**src/rtl/wbuf_pkg.sv**
```systemverilog
// Package: default geometry of the store buffer.
// Assumes: word width is a whole number of bytes, depth a power of two >= 2.
package wbuf_pkg;
    parameter int WB_DEPTH = 4;
    parameter int WB_AW    = 32;
    parameter int WB_DW    = 32;
endpackage

```
**src/rtl/wbuf_order_ctl.sv**
```systemverilog
// Circular-queue pointers for the store buffer: head is the oldest entry,
// tail the next free slot, count the number occupied.
// Assumes: push is never raised when full and pop never when empty.
module wbuf_order_ctl #(
    parameter int DEPTH = 4,
    localparam int PTRW = $clog2(DEPTH),
    localparam int CW   = PTRW + 1
) (
    input  logic            clk,
    input  logic            rst_n,
    input  logic            push,
    input  logic            pop,
    output logic [PTRW-1:0] head,
    output logic [PTRW-1:0] tail,
    output logic [CW-1:0]   count
);
    // Advance pointers and occupancy on allocation and release.
    always_ff @(posedge clk) begin
        if (!rst_n) begin
            head  <= '0;
            tail  <= '0;
            count <= '0;
        end else begin
            head  <= head + PTRW'(pop);
            tail  <= tail + PTRW'(push);
            count <= count + CW'(push) - CW'(pop);
        end
    end
endmodule

```
**src/rtl/wbuf_coalesce_find.sv**
```systemverilog
// Finds the youngest pending entry, excluding the oldest one, whose word
// address equals the incoming store's word address.
// Assumes: entries at ages 0..count-1 counted from head are occupied.
module wbuf_coalesce_find #(
    parameter int DEPTH = 4,
    parameter int WAW   = 30,
    localparam int PTRW = $clog2(DEPTH),
    localparam int CW   = PTRW + 1
) (
    input  logic [WAW-1:0]            st_waddr,
    input  logic [DEPTH-1:0][WAW-1:0] ent_waddr,
    input  logic [PTRW-1:0]           head,
    input  logic [CW-1:0]             count,
    output logic                      hit,
    output logic [PTRW-1:0]           idx
);
    logic [PTRW-1:0] slot;

    // Scan from second-oldest to youngest; the last match wins.
    always_comb begin
        hit  = 1'b0;
        idx  = '0;
        slot = '0;
        for (int k = 1; k < DEPTH; k++) begin
            slot = head + PTRW'(k);
            if ((CW'(k) < count) && (ent_waddr[slot] == st_waddr)) begin
                hit = 1'b1;
                idx = slot;
            end
        end
    end
endmodule

```
**src/rtl/wbuf_load_merge.sv**
```systemverilog
// Builds a load result byte by byte: pending buffered bytes override the
// cache word, the youngest matching entry taking priority per byte.
// Assumes: entries at ages 0..count-1 counted from head are occupied.
module wbuf_load_merge #(
    parameter int DEPTH = 4,
    parameter int WAW   = 30,
    parameter int NB    = 4,
    localparam int PTRW = $clog2(DEPTH),
    localparam int CW   = PTRW + 1
) (
    input  logic [WAW-1:0]                     ld_waddr,
    input  logic [NB-1:0][7:0]                 cache_data,
    input  logic [DEPTH-1:0][WAW-1:0]          ent_waddr,
    input  logic [DEPTH-1:0][NB-1:0][7:0]      ent_data,
    input  logic [DEPTH-1:0][NB-1:0]           ent_bv,
    input  logic [PTRW-1:0]                    head,
    input  logic [CW-1:0]                      count,
    output logic [NB-1:0][7:0]                 merged,
    output logic [NB-1:0]                      from_buf
);
    logic [PTRW-1:0] slot;

    // Walk oldest to youngest so that younger bytes overwrite older ones.
    always_comb begin
        merged   = cache_data;
        from_buf = '0;
        slot     = '0;
        for (int k = 0; k < DEPTH; k++) begin
            slot = head + PTRW'(k);
            if ((CW'(k) < count) && (ent_waddr[slot] == ld_waddr)) begin
                for (int b = 0; b < NB; b++) begin
                    if (ent_bv[slot][b]) begin
                        merged[b]   = ent_data[slot][b];
                        from_buf[b] = 1'b1;
                    end
                end
            end
        end
    end
endmodule

```
**src/rtl/wbuf_top.sv**
```systemverilog
// Coalescing store buffer between a store port and a data cache. Stores are
// accepted into entries (word address, data, per-byte valid), drained in
// allocation order over valid/ready, and forwarded to loads byte by byte.
// Assumes: ld_cache_data is the cache word for ld_addr in the same cycle;
// the drain port holds its entry stable until accepted.
module wbuf_top #(
    parameter int DEPTH = wbuf_pkg::WB_DEPTH,
    parameter int AW    = wbuf_pkg::WB_AW,
    parameter int DW    = wbuf_pkg::WB_DW
) (
    input  logic            clk,
    input  logic            rst_n,
    input  logic            st_valid,
    output logic            st_ready,
    input  logic [AW-1:0]   st_addr,
    input  logic [DW-1:0]   st_data,
    input  logic [DW/8-1:0] st_mask,
    input  logic [AW-1:0]   ld_addr,
    input  logic [DW-1:0]   ld_cache_data,
    output logic [DW-1:0]   ld_data,
    output logic [DW/8-1:0] ld_buf_mask,
    output logic            ld_all_buf,
    output logic            dr_valid,
    input  logic            dr_ready,
    output logic [AW-1:0]   dr_addr,
    output logic [DW-1:0]   dr_data,
    output logic [DW/8-1:0] dr_mask
);
    localparam int NB   = DW / 8;
    localparam int OFFW = $clog2(NB);
    localparam int WAW  = AW - OFFW;
    localparam int PTRW = $clog2(DEPTH);
    localparam int CW   = PTRW + 1;

    logic [DEPTH-1:0][WAW-1:0]     ent_waddr;
    logic [DEPTH-1:0][NB-1:0][7:0] ent_data;
    logic [DEPTH-1:0][NB-1:0]      ent_bv;

    logic [PTRW-1:0] head, tail, co_idx;
    logic [CW-1:0]   count;
    logic            co_hit, st_fire, push, pop, full;
    logic [NB-1:0][7:0] st_bytes, merged, cache_bytes;

    assign st_bytes    = st_data;
    assign cache_bytes = ld_cache_data;

    wbuf_order_ctl #(.DEPTH(DEPTH)) u_order (
        .clk(clk), .rst_n(rst_n), .push(push), .pop(pop),
        .head(head), .tail(tail), .count(count)
    );

    wbuf_coalesce_find #(.DEPTH(DEPTH), .WAW(WAW)) u_find (
        .st_waddr(st_addr[AW-1:OFFW]), .ent_waddr(ent_waddr),
        .head(head), .count(count), .hit(co_hit), .idx(co_idx)
    );

    wbuf_load_merge #(.DEPTH(DEPTH), .WAW(WAW), .NB(NB)) u_merge (
        .ld_waddr(ld_addr[AW-1:OFFW]), .cache_data(cache_bytes),
        .ent_waddr(ent_waddr), .ent_data(ent_data), .ent_bv(ent_bv),
        .head(head), .count(count), .merged(merged), .from_buf(ld_buf_mask)
    );

    // Store-side handshake: stall only when full and no merge target.
    assign full     = (count == CW'(DEPTH));
    assign st_ready = !full || co_hit;
    assign st_fire  = st_valid && st_ready;
    assign push     = st_fire && !co_hit;

    // Drain side presents the oldest entry.
    assign dr_valid = (count != '0);
    assign pop      = dr_valid && dr_ready;
    assign dr_addr  = {ent_waddr[head], OFFW'(0)};
    assign dr_data  = ent_data[head];
    assign dr_mask  = ent_bv[head];

    // Load result.
    assign ld_data    = merged;
    assign ld_all_buf = &ld_buf_mask;

    // Entry storage: allocate at tail or merge masked bytes into a match.
    always_ff @(posedge clk) begin
        if (!rst_n) begin
            ent_waddr <= '0;
            ent_data  <= '0;
            ent_bv    <= '0;
        end else if (st_fire) begin
            if (co_hit) begin
                for (int b = 0; b < NB; b++) begin
                    if (st_mask[b]) begin
                        ent_data[co_idx][b] <= st_bytes[b];
                        ent_bv[co_idx][b]   <= 1'b1;
                    end
                end
            end else begin
                ent_waddr[tail] <= st_addr[AW-1:OFFW];
                ent_data[tail]  <= st_bytes;
                ent_bv[tail]    <= st_mask;
            end
        end
    end
endmodule

```
**config.mk**
```make
export PLATFORM = sky130hd
export DESIGN_NAME = wbuf_top
export DESIGN_NICKNAME = d
export VERILOG_FILES = /design/src/rtl/wbuf_pkg.sv /design/src/rtl/wbuf_order_ctl.sv /design/src/rtl/wbuf_coalesce_find.sv /design/src/rtl/wbuf_load_merge.sv /design/src/rtl/wbuf_top.sv
export SDC_FILE = /design/constraint.sdc
export NUM_CORES = 1
export LEC_CHECK = 0
export BUFFER_PORTS_ARGS = -buffer_cell sky130_fd_sc_hd__clkbuf_2
export CORE_MARGIN = 3
export CORE_UTILIZATION = 40
export CTS_CLUSTER_SIZE = 14
export DETAILED_ROUTE_END_ITERATION = 12
export HOLD_SLACK_MARGIN = 0.12
export PLACE_DENSITY = 0.57
export SYNTH_ARGS = -nofsm -noshare
export SYNTH_HDL_FRONTEND = slang
export SYNTH_SLANG_ARGS = --single-unit
```
**constraint.sdc**
```tcl
create_clock -name clk -period 5.37 [get_ports clk]
set_input_delay 1.611 -clock clk [delete_from_list [all_inputs] [get_ports clk]]
set_output_delay 1.611 -clock clk [all_outputs]
set_load 0.02 [all_outputs]
```
==> results of run 1 <==
## worst register-to-register path, stage by stage, from the launching register on
cell and delay [ps]:
sky130_fd_sc_hd__dfxtp_4 440, sky130_fd_sc_hd__buf_12 150, sky130_fd_sc_hd__buf_4 130, sky130_fd_sc_hd__buf_4 210, sky130_fd_sc_hd__mux4_2 550, sky130_fd_sc_hd__buf_4 150, sky130_fd_sc_hd__xnor2_1 120, sky130_fd_sc_hd__buf_4 170
sky130_fd_sc_hd__nand4_1 160, sky130_fd_sc_hd__a2111oi_2 70, sky130_fd_sc_hd__buf_4 150, sky130_fd_sc_hd__and3_4 190, sky130_fd_sc_hd__buf_4 150, sky130_fd_sc_hd__o41ai_4 1070, sky130_fd_sc_hd__or3b_1 240, sky130_fd_sc_hd__buf_4 220
sky130_fd_sc_hd__mux2i_1 240
## power groups by stage
stage | sequential [mW] | combinational [mW] | clock [mW]
final | 2.39 | 4.48 | 2.31
after global routing | 2.41 | 4.73 | 2.44
after CTS | 2.38 | 4.28 | 2.36
after detailed placement | 2.44 | 4.12 | 0
after global placement | 2.42 | 4.07 | 0
after floorplan | 2.35 | 2.69 | 0
## layer usage
layer | track usage | part of all wire
met1 | 0.377 | 0.45
met2 | 0.416 | 0.45
met3 | 0.0486 | 0.071
met4 | 0.0867 | 0.032
met5 | 0 | 0.00089
## area by class of cell
cell class / instances / share of cell area
clock inverters: 10 / 0.00270
repair inverters: 1 / 0.000310
well taps: 696 / 0.0308
repair buffers: 630 / 0.174
inverters: 15 / 0.00257
multi-input cells: 1807 / 0.561
clock buffers: 53 / 0.0369
flip-flops and latches: 271 / 0.192
## state kept, by name, indices dropped and copies added, names as in the netlist
name           count
ent_bv            16
ent_data         128
ent_waddr        120
u_order.count      3
u_order.head       2
u_order.tail       2
## logic make-up after synthesis
group,share of synthesized area
flops,0.248
buf+inv,0.0515
other cells,0.000171
xor+xnor,0.0773
mux,0.371
fa+ha+maj,0.00435
simple gates,0.146
compound gates,0.101
## per-stage QoR
stage	hold WS (ps)	total power [mW]
CTS	470	9.03
global placement	453	6.48
finish	468	9.17
detailed placement	464	6.55
global route	482	9.59
floorplan	442	5.04
## cell usage in the layout, fill, tap and decap left out, types with 9 or more instances in the layout
| cell | n |
|---|---|
| sky130_fd_sc_hd__dfxtp_1 | 269 |
| sky130_fd_sc_hd__a211o_1 | 9 |
| sky130_fd_sc_hd__o21ai_1 | 21 |
| sky130_fd_sc_hd__xor2_1 | 73 |
| sky130_fd_sc_hd__mux2_2 | 90 |
| sky130_fd_sc_hd__and2_1 | 14 |
| sky130_fd_sc_hd__clkbuf_2 | 197 |
| sky130_fd_sc_hd__o21ai_2 | 12 |
| sky130_fd_sc_hd__mux4_2 | 133 |
| sky130_fd_sc_hd__nand4_1 | 42 |
| sky130_fd_sc_hd__o22a_1 | 16 |
| sky130_fd_sc_hd__mux2_4 | 13 |
| sky130_fd_sc_hd__nor2b_1 | 102 |
| sky130_fd_sc_hd__a32o_1 | 14 |
| sky130_fd_sc_hd__nor2_1 | 102 |
| sky130_fd_sc_hd__mux2i_2 | 11 |
| sky130_fd_sc_hd__nand2b_1 | 18 |
| sky130_fd_sc_hd__a211oi_1 | 13 |
| sky130_fd_sc_hd__a21oi_1 | 89 |
| sky130_fd_sc_hd__nand2_1 | 279 |
| sky130_fd_sc_hd__nand3_1 | 14 |
| sky130_fd_sc_hd__mux2i_1 | 374 |
| sky130_fd_sc_hd__a21boi_0 | 32 |
| sky130_fd_sc_hd__nor4_1 | 12 |
| sky130_fd_sc_hd__clkbuf_8 | 16 |
| sky130_fd_sc_hd__o22ai_1 | 9 |
| sky130_fd_sc_hd__buf_12 | 34 |
| sky130_fd_sc_hd__o21ai_0 | 26 |
| sky130_fd_sc_hd__clkbuf_16 | 38 |
| sky130_fd_sc_hd__buf_4 | 353 |
| sky130_fd_sc_hd__xnor2_1 | 108 |
| sky130_fd_sc_hd__inv_1 | 14 |
| sky130_fd_sc_hd__buf_6 | 24 |
| sky130_fd_sc_hd__nor3_1 | 13 |
## synth_stat cells (4+ instances only)
cell	n
sky130_fd_sc_hd__nor2_1	102
sky130_fd_sc_hd__nand2_1	285
sky130_fd_sc_hd__mux2_2	94
sky130_fd_sc_hd__clkbuf_1	89
sky130_fd_sc_hd__nand2b_1	22
sky130_fd_sc_hd__and2_1	15
sky130_fd_sc_hd__a41o_1	4
sky130_fd_sc_hd__a21oi_1	92
sky130_fd_sc_hd__a22o_1	6
sky130_fd_sc_hd__inv_1	14
sky130_fd_sc_hd__buf_6	20
sky130_fd_sc_hd__mux2_1	15
sky130_fd_sc_hd__o22a_1	16
sky130_fd_sc_hd__buf_4	23
sky130_fd_sc_hd__and3_1	5
sky130_fd_sc_hd__a31oi_1	5
sky130_fd_sc_hd__o22ai_1	9
sky130_fd_sc_hd__xor2_1	76
sky130_fd_sc_hd__mux4_2	133
sky130_fd_sc_hd__nand3_1	19
sky130_fd_sc_hd__nor4_1	21
sky130_fd_sc_hd__o21ai_0	57
sky130_fd_sc_hd__mux2i_1	386
sky130_fd_sc_hd__a32o_1	14
sky130_fd_sc_hd__ha_1	6
sky130_fd_sc_hd__or2_2	6
sky130_fd_sc_hd__a211o_1	10
sky130_fd_sc_hd__a221oi_1	5
sky130_fd_sc_hd__buf_1	15
sky130_fd_sc_hd__nand4_1	42
sky130_fd_sc_hd__nor2b_1	102
sky130_fd_sc_hd__a211oi_1	14
sky130_fd_sc_hd__buf_2	53
sky130_fd_sc_hd__o32ai_1	8
sky130_fd_sc_hd__a21boi_0	32
sky130_fd_sc_hd__a211oi_4	4
sky130_fd_sc_hd__xnor2_1	117
sky130_fd_sc_hd__or3b_1	8
sky130_fd_sc_hd__dfxtp_1	271
sky130_fd_sc_hd__nor3_1	15
## repair_timing
item | 4_1_cts | 5_1_grt
pin swaps | 29 | 61
resized for setup | 119 | 124
hold endpoints to repair | 0 | 0
buffers inserted | 26 | 17
gates cloned | 1 | 5
hold buffers | 0 | 0
setup endpoints to repair | 38 | 38
## final timing paths
kind,end,start
worst max register to register,ent_data[30]$_SDFFE_PN0P_,u_order.head[0]$_SDFF_PN0_
worst min-delay path,ent_data[3]$_SDFFE_PN0P_,ent_data[3]$_SDFFE_PN0P_
worst max-delay path,ld_data[8],u_order.head[0]$_SDFF_PN0_
worst min register to register,ent_data[3]$_SDFFE_PN0P_,ent_data[3]$_SDFFE_PN0P_
==> key figures, run 1 <==
Placement
  • Pre-CTS setup slack: -657 ps
  • DP Area: 0.0259 mm^2
  • HPWL after detailed placement: 58.3 mm
  • Count of placed standard cells including taps: 3373
  • # port buffers: 236
  • Final GP Congestion: 1.00

Layout
  • Antenna Cells: 0
  • Layout Nets: 2904
  • Growth of design area from synthesis to finish: 29.2%
  • Post-Layout Cell Count: 3483
  • Utilization after layout: 0.524
  • Non-Filler Cell Area, Final: 0.0283 mm^2
  • Fraction of layout cells with a size suffix above 1: 0.367
  • Total area of sequential cells: 0.00543 mm^2
  • Fill cell instance count of the final layout: 4862
  • Area of the multi-input gates: 0.0158 mm^2

Yosys
  • Synthesis warning total: 0
  • Per-instance average area after synthesis: 9.54 um^2
  • Main flop type after synthesis: sky130_fd_sc_hd__dfxtp_1
  • Seq cells post-synth: 271
  • Mapped Area: 0.0219 mm^2
  • Number of library cell types mapped by synthesis: 80
  • Sequential-to-total area share from yosys stat: 0.248
  • Synthesized instance count: 2292
  • Async S/R FF share, synth: 0
  • Top-area cell type share of the netlist area: 0.248
  • Largest area contributor in the synthesized netlist: sky130_fd_sc_hd__dfxtp_1
  • Biggest area contributors in the synthesized netlist: sky130_fd_sc_hd__dfxtp_1 25%, sky130_fd_sc_hd__mux2i_1 18%, sky130_fd_sc_hd__mux4_2 14%
  • Count of flip-flops with a built-in enable after synthesis: 0

Floorplan
  • Height of the die: 240 um
  • Die outline area: 0.0575 mm^2
  • Placement row count: 85
  • Effective utilization at floorplan: 0.406
  • Die W: 240 um
  • Core Region: 0.0539 mm^2
  • Num ports: 243

Pwr
  • Internal Pwr Total: 5.53 mW
  • Portion of total power attributed to sequential cells: 0.260
  • NetSw: 3.64 mW
  • Power density of the placed cells: 324 mW/mm^2
  • Worst vdd ir: 226 uV
  • Clk pwr share: 0.252
  • Switching fraction of total power: 0.397
  • Leakage power: 12.0 nW
  • Combinational cell fraction of total power: 0.488

Hold path
  • Cells on Worst Hold Path: 2
  • Worst hold path class: reg -> reg

Outcome
  • Run status: finished, violations left
  • Violations in the final reports: negative setup slack

STA
  • Count of final max-slew check failures: 0
  • Fmax: 0.167 GHz
  • Final clock period utilization by the worst path: 1.11
  • Post-layout minimum cycle time: 5970 ps
  • Actual slew at the worst max-slew pin: 1190 ps
  • Normalized max-slew margin: 0.202
  • Number of hold-slack violations in the final timing report: 0
  • Unrepaired setup endpoints after global routing: yes
  • Setup slack after layout: -601 ps
  • Setup TNS: -17390 ps
  • Clk_skew: 21.7 ps
  • Final setup violating endpoints: 37

Setup path
  • Crit path largest cell delay: 540 ps
  • Critical path peak fanout: 9
  • R2r setup slk: 880 ps
  • Worst Setup Path Type: reg -> out
  • Worst endpoint data arrival time: 4360 ps
  • Cells along the critical path: buf_12 -> buf_4 -> mux4_2 -> xnor2_1 -> nand4_1 -> nor4_2 -> nand4_1 -> buf_6 -> a211o_1 -> buf_12 -> mux2_4 -> mux2_2 -> mux2i_1 -> a21oi_2 -> clkbuf_8
  • Number of buffer and inverter instances along the worst setup path: 5
  • Cell family with most CP delay: multiplexers
  • Instance count on the critical path: 15
  • Kind of launch point of the worst setup path: flip-flop
  • Standard cell with the maximum stage delay on the critical path: sky130_fd_sc_hd__mux4_2
  • Nature of the critical path endpoint: output port
  • Count of cells along the worst register-to-register path: 16
  • Endpoint required time on the critical path: 3760 ps

Routing
  • Detailed router's first-iteration violation count: 1471
  • Post-route antenna net violation count: 0
  • Final routed DRC violation total: 0
  • Detail-routed net length per standard cell: 22.9 um
  • Vias after detailed routing: 19969
  • Pre-Repair DR Iteration Count: 5
  • Total detailed-routing wirelength: 79.8 mm
  • Via density per instance: 5.73

CTS
  • Cell at the root of the clock tree: sky130_fd_sc_hd__clkbuf_16
  • Inserted Clock Buffers: 35
  • CTS H-tree lvls: 2
  • Number of sinks handled by clock tree synthesis: 271
  • TritonCTS clock tree: built
  • Clock transition time at the flip-flop clock pins of the worst setup and hold paths: 60 ps
  • Clock Path Buffers: 3
  • Worst-skew pair later-pin latency: 560 ps

GRT
  • Vias in the first global route: 19299
  • Global-route wire length before repair: 117 mm
  • Pin count of the biggest net entering global routing: 160
  • Antenna violations before repair: 2
  • GRT Residual Overflow: 0
  • Total Routing Usage GR: 0.268

Job
  • Max Cap Viol: 0
(Power assumes the default switching activity.)
==> run 2, diff against run 1 <==
- REMOVE_ABC_BUFFERS: default -> 1
- SYNTH_HIERARCHICAL: default -> 1
==> key figures, run 2 <==
Layout
  • Layout Nets: 3212
  • Largest registers in the final layout: ent_data x128, ent_waddr x120, ent_bv x16
  • Leading cell type in the layout, fill and taps excluded: sky130_fd_sc_hd__nand2_1
  • Growth of design area from synthesis to finish: 28.8%
  • Biggest register: ent_data
  • Fraction of layout cells with a size suffix above 1: 0.395
  • Fill cell instance count of the final layout: 5721
  • Total area of sequential cells: 0.00543 mm^2
  • Commonest cells after routing, fill and taps aside: 451 x sky130_fd_sc_hd__nand2_1, 398 x sky130_fd_sc_hd__mux2i_1, 381 x sky130_fd_sc_hd__buf_4
  • Flip-flop count of the largest register, all copies and words added: 128
  • Area of the multi-input gates: 0.0195 mm^2

CTS
  • TritonCTS clock tree: built
  • Worst-skew pair later-pin latency: 580 ps
  • Clock transition time at the flip-flop clock pins of the worst setup and hold paths: 60 ps
  • CTS H-tree lvls: 2
  • Cell at the root of the clock tree: sky130_fd_sc_hd__clkbuf_16
  • Number of sinks handled by clock tree synthesis: 271
  • Clock Path Buffers: 3
  • Hold-fix buffers, CTS: 0
  • Inserted Clock Buffers: 36

Routing
  • Routed length on met3: 7.13 mm
  • Post-route antenna net violation count: 0
  • Highest metal layer with signal wires: met5
  • Detailed router's first-iteration violation count: 2121
  • Vias after detailed routing: 23870
  • Final routed DRC violation total: 0
  • Detailed-route wire length on metal 1: 41.6 mm
  • Pre-Repair DR Iteration Count: 5
  • Routed wl met2: 47.0 mm
  • Via density per instance: 6.06
  • Total detailed-routing wirelength: 99.2 mm
  • Detail-routed net length per standard cell: 25.2 um

STA
  • Unrepaired setup endpoints after global routing: yes
  • Final clock period utilization by the worst path: 1.11
  • Fmax: 0.168 GHz
  • Normalized max-slew margin: 0.276
  • Number of hold-slack violations in the final timing report: 0
  • Clk_skew: 39.0 ps
  • Count of final max-slew check failures: 0
  • Setup slack after layout: -569 ps
  • Post-layout minimum cycle time: 5940 ps
  • Final setup violating endpoints: 38
  • Actual slew at the worst max-slew pin: 1090 ps

Hold path
  • Worst hold path class: reg -> reg

Yosys
  • Post-synthesis mux area share: 0.410
  • Main flop type after synthesis: sky130_fd_sc_hd__dfxtp_1
  • Simple-gate share of the synthesized area: 0.148
  • Compound-gate portion of the synthesized area: 0.107
  • Async S/R FF share, synth: 0
  • Mapped Area: 0.0255 mm^2
  • Dominant cell by count in the synthesized netlist: sky130_fd_sc_hd__nand2_1
  • Top-area cell type share of the netlist area: 0.213
  • Synthesized instance count: 2577
  • Synthesis warning total: 6
  • Main combinational cell family by area after synthesis: multiplexers
  • XOR/XNOR share of the synthesized area: 0.0664
  • Sequential-to-total area share from yosys stat: 0.213
  • Number of library cell types mapped by synthesis: 101
  • Seq cells post-synth: 271
  • Largest area contributor in the synthesized netlist: sky130_fd_sc_hd__dfxtp_1
  • Biggest area contributors in the synthesized netlist: sky130_fd_sc_hd__dfxtp_1 21%, sky130_fd_sc_hd__mux4_2 21%, sky130_fd_sc_hd__mux2i_1 16%
  • Leading post-synthesis cells by instance count: 455 x sky130_fd_sc_hd__nand2_1, 409 x sky130_fd_sc_hd__mux2i_1, 271 x sky130_fd_sc_hd__dfxtp_1, 237 x sky130_fd_sc_hd__mux4_2, 155 x sky130_fd_sc_hd__xnor2_1
  • Per-instance average area after synthesis: 9.91 um^2
  • Adder and majority cell fraction of the synthesized area: 0.00274
  • Count of flip-flops with a built-in enable after synthesis: 0

Floorplan
  • Die W: 259 um
  • Placement row count: 91
  • Num ports: 243
  • Effective utilization at floorplan: 0.409
  • Height of the die: 259 um
  • Die outline area: 0.0669 mm^2
  • Core Region: 0.0624 mm^2

GRT
  • Global-route wire length before repair: 147 mm
  • Antenna violations before repair: 9
  • GRT Residual Overflow: 0
  • Total Routing Usage GR: 0.287
  • Pin count of the biggest net entering global routing: 172
  • Vias in the first global route: 23210

Setup path
  • Critical path peak fanout: 13
  • Worst endpoint data arrival time: 4330 ps
  • Cell family with most CP delay: simple AND/OR/NAND/NOR gates
  • Crit path largest cell delay: 570 ps
  • Standard cell with the maximum stage delay on the critical path: sky130_fd_sc_hd__or4_4
  • Cells along the critical path: buf_12 -> buf_4 -> mux2i_1 -> mux2i_1 -> xnor2_1 -> nand4_1 -> or4_4 -> or3b_4 -> buf_6 -> nor2_8 -> mux2i_2 -> buf_4
  • Endpoint required time on the critical path: 3760 ps
  • Worst Setup Path Type: reg -> out
  • Nature of the critical path endpoint: output port
  • Number of buffer and inverter instances along the worst setup path: 4
  • Kind of launch point of the worst setup path: flip-flop

Pwr
  • Worst vdd ir: 249 uV
  • Power density of the placed cells: 318 mW/mm^2
  • Leakage power: 11.7 nW
  • Total design power: 10.5 mW

Placement
  • Final GP Congestion: 1.03
  • # port buffers: 236
  • Pre-CTS setup slack: -717 ps
  • HPWL after detailed placement: 73.7 mm

Job
  • Max Cap Viol: 0

Outcome
  • Violations in the final reports: negative setup slack
  • Run status: finished, violations left
==> run 2: changes by cell type after synthesis, sizes merged, moves of 23 or more <==
cell    before  now
nand2      285  460
mux4       133  247
nor2b      102    6
a21boi      32  120
a21oi       93   37
mux2       110   58
xor2        76   36
xnor2      117  155
a41oi        0   24
mux2i      387  411
nor3b        0   23
==> run 2: final cells by class <==
class | instances | share of cell area
clock inverters | 15 | 0.00563
repair buffers | 684 | 0.168
well taps | 837 | 0.0318
clock buffers | 50 | 0.0314
flip-flops and latches | 271 | 0.165
diodes | 6 | 0.000456
inverters | 24 | 0.00274
multi-input cells | 2054 | 0.594
==> run 2: stage by stage <==
| step | setup TNS [ps] | area, um^2 | util | cells | hold WS [ps] |
|---|---|---|---|---|---|
| floorplan | -5097500 | 24300 | - | 2349 | 454 |
| global placement | -25760 | 29800 | 0.478 | 3812 | 465 |
| detailed placement | -25990 | 29800 | 0.478 | 3812 | 479 |
| CTS | -16810 | 31900 | 0.511 | 3895 | 489 |
| global route | -18850 | 32900 | 0.527 | 3937 | 519 |
| finish | -18250 | 32900 | 0.527 | 3941 | 491 |
==> run 2: final timing paths <==
kind / startpoint / endpoint / slack, ps / cells after the start
setup reg to reg: u_order/head[0]$_SDFF_PN0_ / u_order/count[2]$_SDFF_PN0_ / 90 / 25
setup / recovery: u_order/head[1]$_SDFF_PN0_ / ld_data[30] / -570 / 12
hold reg to reg: ent_data[30]$_SDFFE_PN0P_ / ent_data[30]$_SDFFE_PN0P_ / 490 / 2
hold / removal: ent_data[30]$_SDFFE_PN0P_ / ent_data[30]$_SDFFE_PN0P_ / 490 / 2
==> run 2: metal layers <==
metal	GRT usage	vias up
li1	-	10660
met1	0.388	12139
met2	0.474	885
met3	0.0420	178
met4	0.0874	8
met5	0	-
==> run 2: what timing repair did <==
| action | 4_1_cts | 5_1_grt |
|---|---|---|
| setup endpoints to repair | 38 | 38 |
| buffers inserted | 17 | 42 |
| gates resized for setup | 166 | 169 |
| pin swaps | 25 | 35 |
| cloned | 1 | 1 |
==> run 2: power by group <==
part / internal, mW / leakage (nW) / switching [mW]
clock: 1.46 / 0.597 / 1.02
combinational: 2.55 / 8.94 / 2.96
sequential: 2.20 / 2.20 / 0.294
total: 6.20 / 11.7 / 4.27
==> run 2: cell families after synthesis <==
logic type | count (synthesis)
flip-flops | 271
AND/OR/NAND/NOR | 767
XOR/XNOR | 192
AO/OA/AOI/OAI | 372
adder cells (fa/ha/maj) | 5
other | 1
buffers and inverters | 253
multiplexers | 716
==> run 2: tightest hold or removal path, stage by stage, from the launching register on <==
cell and delay, ps:
sky130_fd_sc_hd__dfxtp_1 330, sky130_fd_sc_hd__nand2_1 60, sky130_fd_sc_hd__mux2i_1 50
==> run 3, diff against run 2 <==
- ABC_AREA: default -> 1
- PLACE_DENSITY: 0.57 -> 0.56
==> key figures, run 3 <==
Yosys
  • Number of library cell types mapped by synthesis: 50
  • Main combinational cell family by area after synthesis: simple AND/OR/NAND/NOR gates
  • Simple-gate share of the synthesized area: 0.516
  • Dominant cell by count in the synthesized netlist: sky130_fd_sc_hd__nand2_1
  • Count of flip-flops with a built-in enable after synthesis: 0
  • Post-synthesis mux area share: 0.0348
  • Per-instance average area after synthesis: 5.22 um^2
  • XOR/XNOR share of the synthesized area: 0.00608
  • Leading post-synthesis cells by instance count: 2349 x sky130_fd_sc_hd__nand2_1, 692 x sky130_fd_sc_hd__nor2_1, 506 x sky130_fd_sc_hd__nand3_1, 443 x sky130_fd_sc_hd__inv_1, 355 x sky130_fd_sc_hd__o21ai_0
  • Sequential-to-total area share from yosys stat: 0.188
  • Main flop type after synthesis: sky130_fd_sc_hd__dfxtp_1
  • Synthesized instance count: 5516
  • Seq cells post-synth: 271
  • Biggest area contributors in the synthesized netlist: sky130_fd_sc_hd__nand2_1 31%, sky130_fd_sc_hd__dfxtp_1 19%, sky130_fd_sc_hd__nor2_1 9.0%
  • Async S/R FF share, synth: 0
  • Adder and majority cell fraction of the synthesized area: 0.00243
  • Top-area cell type share of the netlist area: 0.306
  • Compound-gate portion of the synthesized area: 0.132
  • Largest area contributor in the synthesized netlist: sky130_fd_sc_hd__nand2_1
  • Mapped Area: 0.0288 mm^2
  • Synthesis warning total: 6

STA
  • Clk_skew: 35.7 ps
  • Actual slew at the worst max-slew pin: 997 ps
  • Count of final max-slew check failures: 0
  • Final clock period utilization by the worst path: 0.988
  • Unrepaired setup endpoints after global routing: yes
  • Final setup violating endpoints: 0
  • Normalized max-slew margin: 0.335
  • Post-layout minimum cycle time: 5310 ps
  • Fmax: 0.188 GHz
  • Number of hold-slack violations in the final timing report: 0

Setup path
  • Count of cells along the worst register-to-register path: 25
  • Cells along the critical path: nand2_1 -> nand2_4 -> nand3_1 -> nand3_1 -> nand4_1 -> nor2_1 -> nand2_1 -> nor2_1 -> buf_4 -> nand3_1 -> buf_4 -> nand3_1 -> nand2_1 -> a21oi_1 -> clkbuf_2
  • Critical path peak fanout: 30
  • Nature of the critical path endpoint: output port
  • Cell with the most instances on the worst path: sky130_fd_sc_hd__nand3_1
  • Kind of launch point of the worst setup path: flip-flop
  • Crit path largest cell delay: 480 ps
  • Worst Setup Path Type: reg -> out
  • Worst endpoint data arrival time: 3700 ps
  • Endpoint required time on the critical path: 3760 ps
  • Standard cell with the maximum stage delay on the critical path: sky130_fd_sc_hd__dfxtp_4

Pwr
  • Internal Pwr Total: 6.47 mW
  • Clk pwr share: 0.198
  • Power density of the placed cells: 414 mW/mm^2
  • NetSw: 7.07 mW
  • Portion of total power attributed to sequential cells: 0.200
  • Combinational cell fraction of total power: 0.602
  • Worst vdd ir: 285 uV
  • Total design power: 13.5 mW
  • Leakage power: 16.6 nW
  • Switching fraction of total power: 0.522

Floorplan
  • Die outline area: 0.0752 mm^2
  • Height of the die: 274 um
  • Effective utilization at floorplan: 0.408
  • Die W: 274 um
  • Core Region: 0.0706 mm^2
  • Placement row count: 97
  • Num ports: 243

GRT
  • Total Routing Usage GR: 0.297
  • Pin count of the biggest net entering global routing: 128
  • Vias in the first global route: 30098
  • GRT Residual Overflow: 0
  • Global-route wire length before repair: 176 mm
  • Antenna violations before repair: 9

Layout
  • Post-Layout Cell Count: 6623
  • Biggest register: ent_data
  • Largest registers in the final layout: ent_data x128, ent_waddr x120, ent_bv x16
  • Commonest cells after routing, fill and taps aside: 2337 x sky130_fd_sc_hd__nand2_1, 683 x sky130_fd_sc_hd__nor2_1, 503 x sky130_fd_sc_hd__nand3_1
  • Leading cell type in the layout, fill and taps excluded: sky130_fd_sc_hd__nand2_1
  • Flip-flop count of the largest register, all copies and words added: 128
  • Total area of sequential cells: 0.00543 mm^2
  • Fill cell instance count of the final layout: 7813
  • Fraction of layout cells with a size suffix above 1: 0.108
  • Growth of design area from synthesis to finish: 13.6%
  • Non-Filler Cell Area, Final: 0.0327 mm^2
  • Area of the multi-input gates: 0.0201 mm^2
  • Layout Nets: 5789

Routing
  • Pre-Repair DR Iteration Count: 6
  • Via density per instance: 5.31
  • Final routed DRC violation total: 0
  • Post-route antenna net violation count: 0
  • Detail-routed net length per standard cell: 17.9 um
  • Total detailed-routing wirelength: 119 mm
  • Detailed router's first-iteration violation count: 3601
  • Vias after detailed routing: 35189

CTS
  • Inserted Clock Buffers: 37
  • Number of sinks handled by clock tree synthesis: 271
  • Hold-fix buffers, CTS: 0
  • CTS H-tree lvls: 2
  • Cell at the root of the clock tree: sky130_fd_sc_hd__clkbuf_16
  • Worst-skew pair later-pin latency: 580 ps
  • Clock Path Buffers: 3
  • TritonCTS clock tree: built
  • Clock transition time at the flip-flop clock pins of the worst setup and hold paths: 60 ps

Placement
  • Final GP Congestion: 1.01
  • HPWL after detailed placement: 83.5 mm
  • Count of placed standard cells including taps: 6525
  • # port buffers: 236
  • DP Area: 0.0308 mm^2

Outcome
  • Run status: completed

Hold path
  • Cells on Worst Hold Path: 2
  • Worst hold path class: reg -> reg

Job
  • Max Cap Viol: 0
[run 3: layout make-up]
type / count / area share
inverter: 459 / 0.0536
timing repair inverter: 1 / 0.000268
sequential: 271 / 0.166
antenna: 10 / 0.000765
clock inverter: 8 / 0.00585
clock buffer: 56 / 0.0339
tap: 940 / 0.0360
multi-input combinational: 4487 / 0.615
timing repair buffer: 391 / 0.0881
[run 3: per-stage QoR]
stage	hold WS, ps	setup TNS (ps)	worst slack [ps]	util
global route	523	-592	-57.0	0.463
detailed placement	488	0	17.3	0.436
CTS	496	0	1.24	0.455
floorplan	472	-4970990	-16100	-
global placement	488	0	31.9	0.436
finish	497	0	62.0	0.463
[run 3: what timing repair did]
item / CTS / global route
gates cloned: 1 / 10
setup endpoints to repair: 37 / 39
gates resized for setup: 13 / 76
setup buffers: 2 / 11
pin swaps: 4 / 11
[run 3: cells by family (layout without fill, tap and decap cells)]
group,after synthesis,count (layout)
buffers and inverters,763,915
xor gates and xnor gates,20,20
adders and majority gates,5,5
DFF,271,271
AOI/OAI and AO/OA,690,690
and+or+nand+nor,3670,3674
other,1,12
muxes,96,96
[run 3: final timing paths]
| path | startpoint | end | slack (ps) |
|---|---|---|---|
| min | ent_data[62]$_SDFFE_PN0P_ | ent_data[62]$_SDFFE_PN0P_ | 500 |
| min reg2reg | ent_data[62]$_SDFFE_PN0P_ | ent_data[62]$_SDFFE_PN0P_ | 500 |
| max reg2reg | u_order/head[0]$_SDFF_PN0_ | ent_data[66]$_SDFFE_PN0P_ | 630 |
| max | u_order/head[0]$_SDFF_PN0_ | ld_data[22] | 60 |
[run 3: routing by layer]
| layer | share of wire | GRT usage |
|---|---|---|
| met1 | 0.45 | 0.417 |
| met2 | 0.43 | 0.462 |
| met3 | 0.084 | 0.0447 |
| met4 | 0.036 | 0.103 |
| met5 | 0.000084 | 0 |
[run 3: power by group through the flow]
stage | clock (mW) | sequential (mW) | combinational [mW]
detailed placement | 0 | 2.74 | 7.56
CTS | 2.74 | 2.70 | 7.66
floorplan | 0 | 2.84 | 4.31
global placement | 0 | 2.74 | 7.49
global route | 2.82 | 2.75 | 8.95
finish | 2.68 | 2.70 | 8.15
[run 3: worst max-delay path: cells and delay by family (launching register included)]
kind                   cells  cell delay (ps)
AOI/OAI and AO/OA          1              140
and+or+nand+nor           11             1870
DFF                        1              480
buffers and inverters      3              610
